--- config.mk ---
export PLATFORM = sky130hd
export DESIGN_NAME = opstream_decoder
export DESIGN_NICKNAME = d
export VERILOG_FILES = /design/src/rtl/opdec_pkg.sv /design/src/rtl/opdec_lookup.sv /design/src/rtl/opdec_operand.sv /design/src/rtl/opstream_decoder.sv
export SDC_FILE = /design/constraint.sdc
export NUM_CORES = 1
export LEC_CHECK = 0
export BUFFER_PORTS_ARGS = -buffer_cell sky130_fd_sc_hd__buf_2
export CORE_MARGIN = 4
export CORE_UTILIZATION = 59
export DETAILED_ROUTE_END_ITERATION = 10
export HOLD_SLACK_MARGIN = 0.06
export PLACE_DENSITY_LB_ADDON = 0.1
export SYNTH_ARGS = -nofsm -noshare
export SYNTH_HDL_FRONTEND = slang
export SYNTH_HIERARCHICAL = 1
export SYNTH_SLANG_ARGS = --single-unit
--- constraint.sdc ---
create_clock -name clk -period 3.5 [get_ports clk]
set_clock_uncertainty 0.15 [all_clocks]
set_input_delay 0.525 -clock clk [delete_from_list [all_inputs] [get_ports clk]]
set_output_delay 0.525 -clock clk [all_outputs]
set_load 0.02 [all_outputs]
--- src/rtl/opdec_pkg.sv ---
package opdec_pkg;
    localparam int BYTE_W  = 8;
    localparam int OPND_W  = 16;
    localparam int LEN_W   = 3;
    localparam int CNT_W   = 2;

    localparam logic [BYTE_W-1:0] PFX_Y_CODE = 8'h18;

    typedef enum logic [3:0] {
        MN_NOP  = 4'd0,
        MN_LDAA = 4'd1,
        MN_LDAB = 4'd2,
        MN_LDD  = 4'd3,
        MN_ADDA = 4'd4,
        MN_ADDB = 4'd5,
        MN_ADDD = 4'd6,
        MN_STAA = 4'd7,
        MN_STAB = 4'd8,
        MN_STD  = 4'd9,
        MN_INY  = 4'd10
    } mnem_e;

    typedef enum logic [1:0] {
        AM_INH = 2'd0,
        AM_IMM = 2'd1,
        AM_DIR = 2'd2,
        AM_EXT = 2'd3
    } amode_e;

    typedef struct packed {
        logic             known;
        mnem_e            mnem;
        amode_e           mode;
        logic [CNT_W-1:0] nopnd;
    } op_info_t;

    typedef enum logic [1:0] {
        ST_OPCODE = 2'd0,
        ST_PREFIX = 2'd1,
        ST_OPERAND = 2'd2
    } dec_state_e;
endpackage

--- src/rtl/opdec_lookup.sv ---
module opdec_lookup
    import opdec_pkg::*;
(
    input  logic [BYTE_W-1:0] code,
    input  logic              prefixed,
    output op_info_t          info
);
    function automatic op_info_t mk(input mnem_e m, input amode_e a, input int n);
        op_info_t r;
        r.known = 1'b1;
        r.mnem  = m;
        r.mode  = a;
        r.nopnd = CNT_W'(n);
        return r;
    endfunction

    always_comb begin
        info = '{known: 1'b0, mnem: MN_NOP, mode: AM_INH, nopnd: '0};
        if (prefixed) begin
            case (code)
                8'h08:   info = mk(MN_INY, AM_INH, 0);
                default: ;
            endcase
        end else begin
            case (code)
                8'h01: info = mk(MN_NOP,  AM_INH, 0);
                8'h86: info = mk(MN_LDAA, AM_IMM, 1);
                8'h96: info = mk(MN_LDAA, AM_DIR, 1);
                8'hB6: info = mk(MN_LDAA, AM_EXT, 2);
                8'hC6: info = mk(MN_LDAB, AM_IMM, 1);
                8'hD6: info = mk(MN_LDAB, AM_DIR, 1);
                8'hCC: info = mk(MN_LDD,  AM_IMM, 2);
                8'hDC: info = mk(MN_LDD,  AM_DIR, 1);
                8'h8B: info = mk(MN_ADDA, AM_IMM, 1);
                8'h9B: info = mk(MN_ADDA, AM_DIR, 1);
                8'hBB: info = mk(MN_ADDA, AM_EXT, 2);
                8'hCB: info = mk(MN_ADDB, AM_IMM, 1);
                8'hDB: info = mk(MN_ADDB, AM_DIR, 1);
                8'hC3: info = mk(MN_ADDD, AM_IMM, 2);
                8'hD3: info = mk(MN_ADDD, AM_DIR, 1);
                8'h97: info = mk(MN_STAA, AM_DIR, 1);
                8'hB7: info = mk(MN_STAA, AM_EXT, 2);
                8'hD7: info = mk(MN_STAB, AM_DIR, 1);
                8'hDD: info = mk(MN_STD,  AM_DIR, 1);
                default: ;
            endcase
        end
    end
endmodule

--- src/rtl/opdec_operand.sv ---
module opdec_operand
    import opdec_pkg::*;
(
    input  logic              clk,
    input  logic              rst_n,
    input  logic              load,
    input  logic [CNT_W-1:0]  load_cnt,
    input  logic              shift,
    input  logic [BYTE_W-1:0] din,
    output logic [CNT_W-1:0]  remain,
    output logic [OPND_W-1:0] value
);
    typedef struct packed {
        logic [CNT_W-1:0]  remain;
        logic [OPND_W-1:0] value;
    } acc_t;

    acc_t acc_d, acc_q;

    always_comb begin
        acc_d = acc_q;
        if (load) begin
            acc_d.remain = load_cnt;
            acc_d.value  = '0;
        end else if (shift && acc_q.remain != '0) begin
            acc_d.remain = acc_q.remain - 1'b1;
            acc_d.value  = {acc_q.value[OPND_W-BYTE_W-1:0], din};
        end
    end

    always_ff @(posedge clk or negedge rst_n) begin
        if (!rst_n) acc_q <= '0;
        else        acc_q <= acc_d;
    end

    assign remain = acc_q.remain;
    assign value  = acc_q.value;
endmodule

--- src/rtl/opstream_decoder.sv ---
module opstream_decoder
    import opdec_pkg::*;
(
    input  logic        clk,
    input  logic        rst_n,
    input  logic        in_valid,
    output logic        in_ready,
    input  logic [7:0]  in_byte,
    output logic        out_valid,
    output logic [3:0]  out_mnem,
    output logic [1:0]  out_mode,
    output logic [15:0] out_operand,
    output logic [2:0]  out_len,
    output logic        out_err
);
    typedef struct packed {
        dec_state_e        state;
        mnem_e             cur_mnem;
        amode_e            cur_mode;
        logic [LEN_W-1:0]  cur_len;
        logic              valid;
        logic              err;
        mnem_e             mnem;
        amode_e            mode;
        logic [OPND_W-1:0] operand;
        logic [LEN_W-1:0]  len;
    } dec_t;

    dec_t dec_d, dec_q;

    op_info_t          info;
    logic              take;
    logic              opnd_load;
    logic [CNT_W-1:0]  opnd_cnt;
    logic              opnd_shift;
    logic [CNT_W-1:0]  opnd_remain;
    logic [OPND_W-1:0] opnd_value;

    assign in_ready = 1'b1;
    assign take     = in_valid;

    opdec_lookup u_lookup (
        .code     (in_byte),
        .prefixed (dec_q.state == ST_PREFIX),
        .info     (info)
    );

    opdec_operand u_operand (
        .clk      (clk),
        .rst_n    (rst_n),
        .load     (opnd_load),
        .load_cnt (opnd_cnt),
        .shift    (opnd_shift),
        .din      (in_byte),
        .remain   (opnd_remain),
        .value    (opnd_value)
    );

    always_comb begin
        dec_d       = dec_q;
        dec_d.valid = 1'b0;
        dec_d.err   = 1'b0;
        opnd_load   = 1'b0;
        opnd_cnt    = info.nopnd;
        opnd_shift  = 1'b0;

        if (take) begin
            case (dec_q.state)
                ST_OPCODE, ST_PREFIX: begin
                    if (dec_q.state == ST_OPCODE && in_byte == PFX_Y_CODE) begin
                        dec_d.state = ST_PREFIX;
                    end else if (info.known) begin
                        dec_d.cur_mnem = info.mnem;
                        dec_d.cur_mode = info.mode;
                        dec_d.cur_len  = LEN_W'(info.nopnd)
                                       + ((dec_q.state == ST_PREFIX) ? LEN_W'(2) : LEN_W'(1));
                        if (info.nopnd == '0) begin
                            dec_d.valid   = 1'b1;
                            dec_d.mnem    = info.mnem;
                            dec_d.mode    = info.mode;
                            dec_d.operand = '0;
                            dec_d.len     = dec_d.cur_len;
                            dec_d.state   = ST_OPCODE;
                        end else begin
                            opnd_load   = 1'b1;
                            dec_d.state = ST_OPERAND;
                        end
                    end else begin
                        dec_d.err   = 1'b1;
                        dec_d.state = ST_OPCODE;
                    end
                end
                ST_OPERAND: begin
                    opnd_shift = 1'b1;
                    if (opnd_remain == CNT_W'(1)) begin
                        dec_d.valid   = 1'b1;
                        dec_d.mnem    = dec_q.cur_mnem;
                        dec_d.mode    = dec_q.cur_mode;
                        dec_d.operand = {opnd_value[OPND_W-BYTE_W-1:0], in_byte};
                        dec_d.len     = dec_q.cur_len;
                        dec_d.state   = ST_OPCODE;
                    end
                end
                default: dec_d.state = ST_OPCODE;
            endcase
        end
    end

    always_ff @(posedge clk or negedge rst_n) begin
        if (!rst_n) dec_q <= '{state: ST_OPCODE, cur_mnem: MN_NOP, cur_mode: AM_INH,
                              cur_len: '0, valid: 1'b0, err: 1'b0, mnem: MN_NOP,
                              mode: AM_INH, operand: '0, len: '0};
        else        dec_q <= dec_d;
    end

    assign out_valid   = dec_q.valid;
    assign out_err     = dec_q.err;
    assign out_mnem    = dec_q.mnem;
    assign out_mode    = dec_q.mode;
    assign out_operand = dec_q.operand;
    assign out_len     = dec_q.len;
endmodule

==> impl_metrics.toml <==
[timing]
min_period_ps = 3070
final-hold-violation-count = 0
grt_setup_unrepaired = "false"
clock.fmax_mhz = 326
slew_viol_final = 0
setup_viol = 0
worst_pin_slew_ps = 1040
slew_headroom_pct = 30.7
setup_tns_ps = 0
fin_crit_sh_pct = 87.6

[floorplanning]
die-area_sq_um = 6210
die_width_um = 78.8
core_sq_um = 4790
start_util_pct = 61.8
rows = 25
ios = 39
chipHeight_um = 78.8

[setup_path]
arrival_ps = 3110
setup.worst_path.start = "in_byte[1]"
worstSetupPathType = "in -> reg"
endpoint_kind = "flop"
timing.rr.end = "out_len[0]$_DFFE_PN0P_"
worstRegToRegCells = 8
endpoint = "out_len[1]$_DFFE_PN0P_"
worstPathMaxFanout = 16
r2r_slack_ps = 720
start_kind = "input port"
required_ps = 3540
r2r-start = "dec_q[37]$_DFFE_PN0P_"

[placement]
place_inst = 374
routabilityCongestion = 0.951
dpl.hpwl_um = 4280
port_buffers = 37

[drt]
wl_per_cell_um = 15.6
viasPerCell = 5.79
ant_nets = 0
dr.pass1.iters = 4
drt_iter0_markers = 138
drc_errors = 0
routed-via-count = 2210
wl_um = 5960

[worst_hold_path]
hold_class = "in -> async"

[global_routing]
antenna_found_initial = 0
grt_pass1_vias = 2106
grt.overflow.total = 0
globalRouteTotalUtil_pct = 20.6
grt_max_degree = 49
grt_pass1_wl_um = 10300

[clock_network]
clk_latency_ps = 300
clock-sinks = 48
cts_root_buffer = "clkbuf_8"
hold_buffers = 0
cts_buffer_depth = 2
post_cts_resized = 0
post_cts_buffers = 0
cts_tree = "done"
ctsHtreeMaxLevel = 2
clk_pin_slew_worst_paths_ps = 90
cts_buffers = 5

[logic_synthesis]
ys_warn_count = 6
synthCells = 307
syn_area_sq_um = 2960
synthesis.nets = 321
syn_area_per_cell_sq_um = 9.63

[job]
drv_cap = 0

[finish]
drive_gt1_share_pct = 28.3
nNetsFinal = 328
diodes = 0
area_growth_pct = 3.98
final_cell_count_no_fill = 382

[power_and_ir_drop]
ir_drop_uv = 252
p_leak_uw = 0.00145
powerDensity_nw_per_um2 = 439

[run_status]
status = "completed"
## cell usage in the layout, fill, tap and decap left out, types with 3 or more instances in the layout
master	instances
mux2_4	3
a31oi_1	3
a21oi_2	6
a21oi_1	18
nand2b_1	13
a22o_1	16
buf_2	37
nand2_1	43
nor2b_1	3
nor3_1	6
nand3_1	3
a41oi_1	3
o21a_1	3
dfrtp_1	48
mux2_2	15
nor2_1	13
nand3b_1	3
inv_1	6
nor4_1	4
buf_4	13
clkbuf_8	6
## per-layer routing
layer / GRT usage, % / routed length [um] / share of wire (%)
met5: 0 / 0 / 0
met4: 6.29 / 98 / 1.6
met3: 3.85 / 308 / 5.2
met2: 32.0 / 2710 / 45
met1: 29.4 / 2850 / 48
## critical path, stage by stage
cell	delay (ps)
buf_2	110
buf_4	210
nand3_2	140
a2111oi_2	360
a41oi_1	120
or2_1	250
a31oi_1	190
buf_4	170
ha_1	170
fa_1	430
nand2_1	70
a21oi_1	80
mux2_4	280
## sequential cells by signal, summed over array words and instances, names as in the netlist
name,count
u_operand/remain,2
out_operand,16
out_err,1
u_operand/value,8
dec_q,11
out_mnem,4
out_len,3
out_mode,2
out_valid,1
## power breakdown
group / switching [uW] / leakage, uW / internal [uW] / total (uW)
sequential: 47.3 / 0.000643 / 638 / 685
combinational: 181 / 0.000764 / 139 / 319
clock: 186 / 0.0000434 / 160 / 346
total: 414 / 0.00145 / 936 / 1350
## area by class of cell
cell class              count  area (sq um)
flip-flops and latches     48          1200
multi-input cells         202          1380
clock buffers               6          82.6
repair buffers             50           283
well taps                  67          83.8
inverters                   7          26.3
clock inverters             2          15.0
fillers                   419          1710
## worst min-delay path by stage
stage	endpoint	cells after the start	slack, ps
detailed placement	out_operand[9]$_DFFE_PN0P_	1	330
floorplan	dec_q[27]$_DFFE_PN0P_	0	80
finish	out_valid$_DFF_PN0_	1	250
global route	dec_q[27]$_DFFE_PN0P_	1	340
CTS	out_valid$_DFF_PN0_	1	300
global placement	out_operand[11]$_DFFE_PN0P_	1	320
## through the flow
stage / worst slack (ps) / hold WS (ps) / total power (uW) / utilization (%) / instance area (sq um)
CTS: 458 / 296 / 1360 / 64.3 / 3080
detailed placement: 135 / 331 / 1020 / 62.2 / 2980
finish: 435 / 248 / 1350 / 64.3 / 3080
global route: 307 / 339 / 1430 / 64.3 / 3080
global placement: 188 / 322 / 1010 / 62.2 / 2980
floorplan: 352 / 79.4 / 950 / - / 2960
No activity file was read; power rests on OpenSTA's default activity.
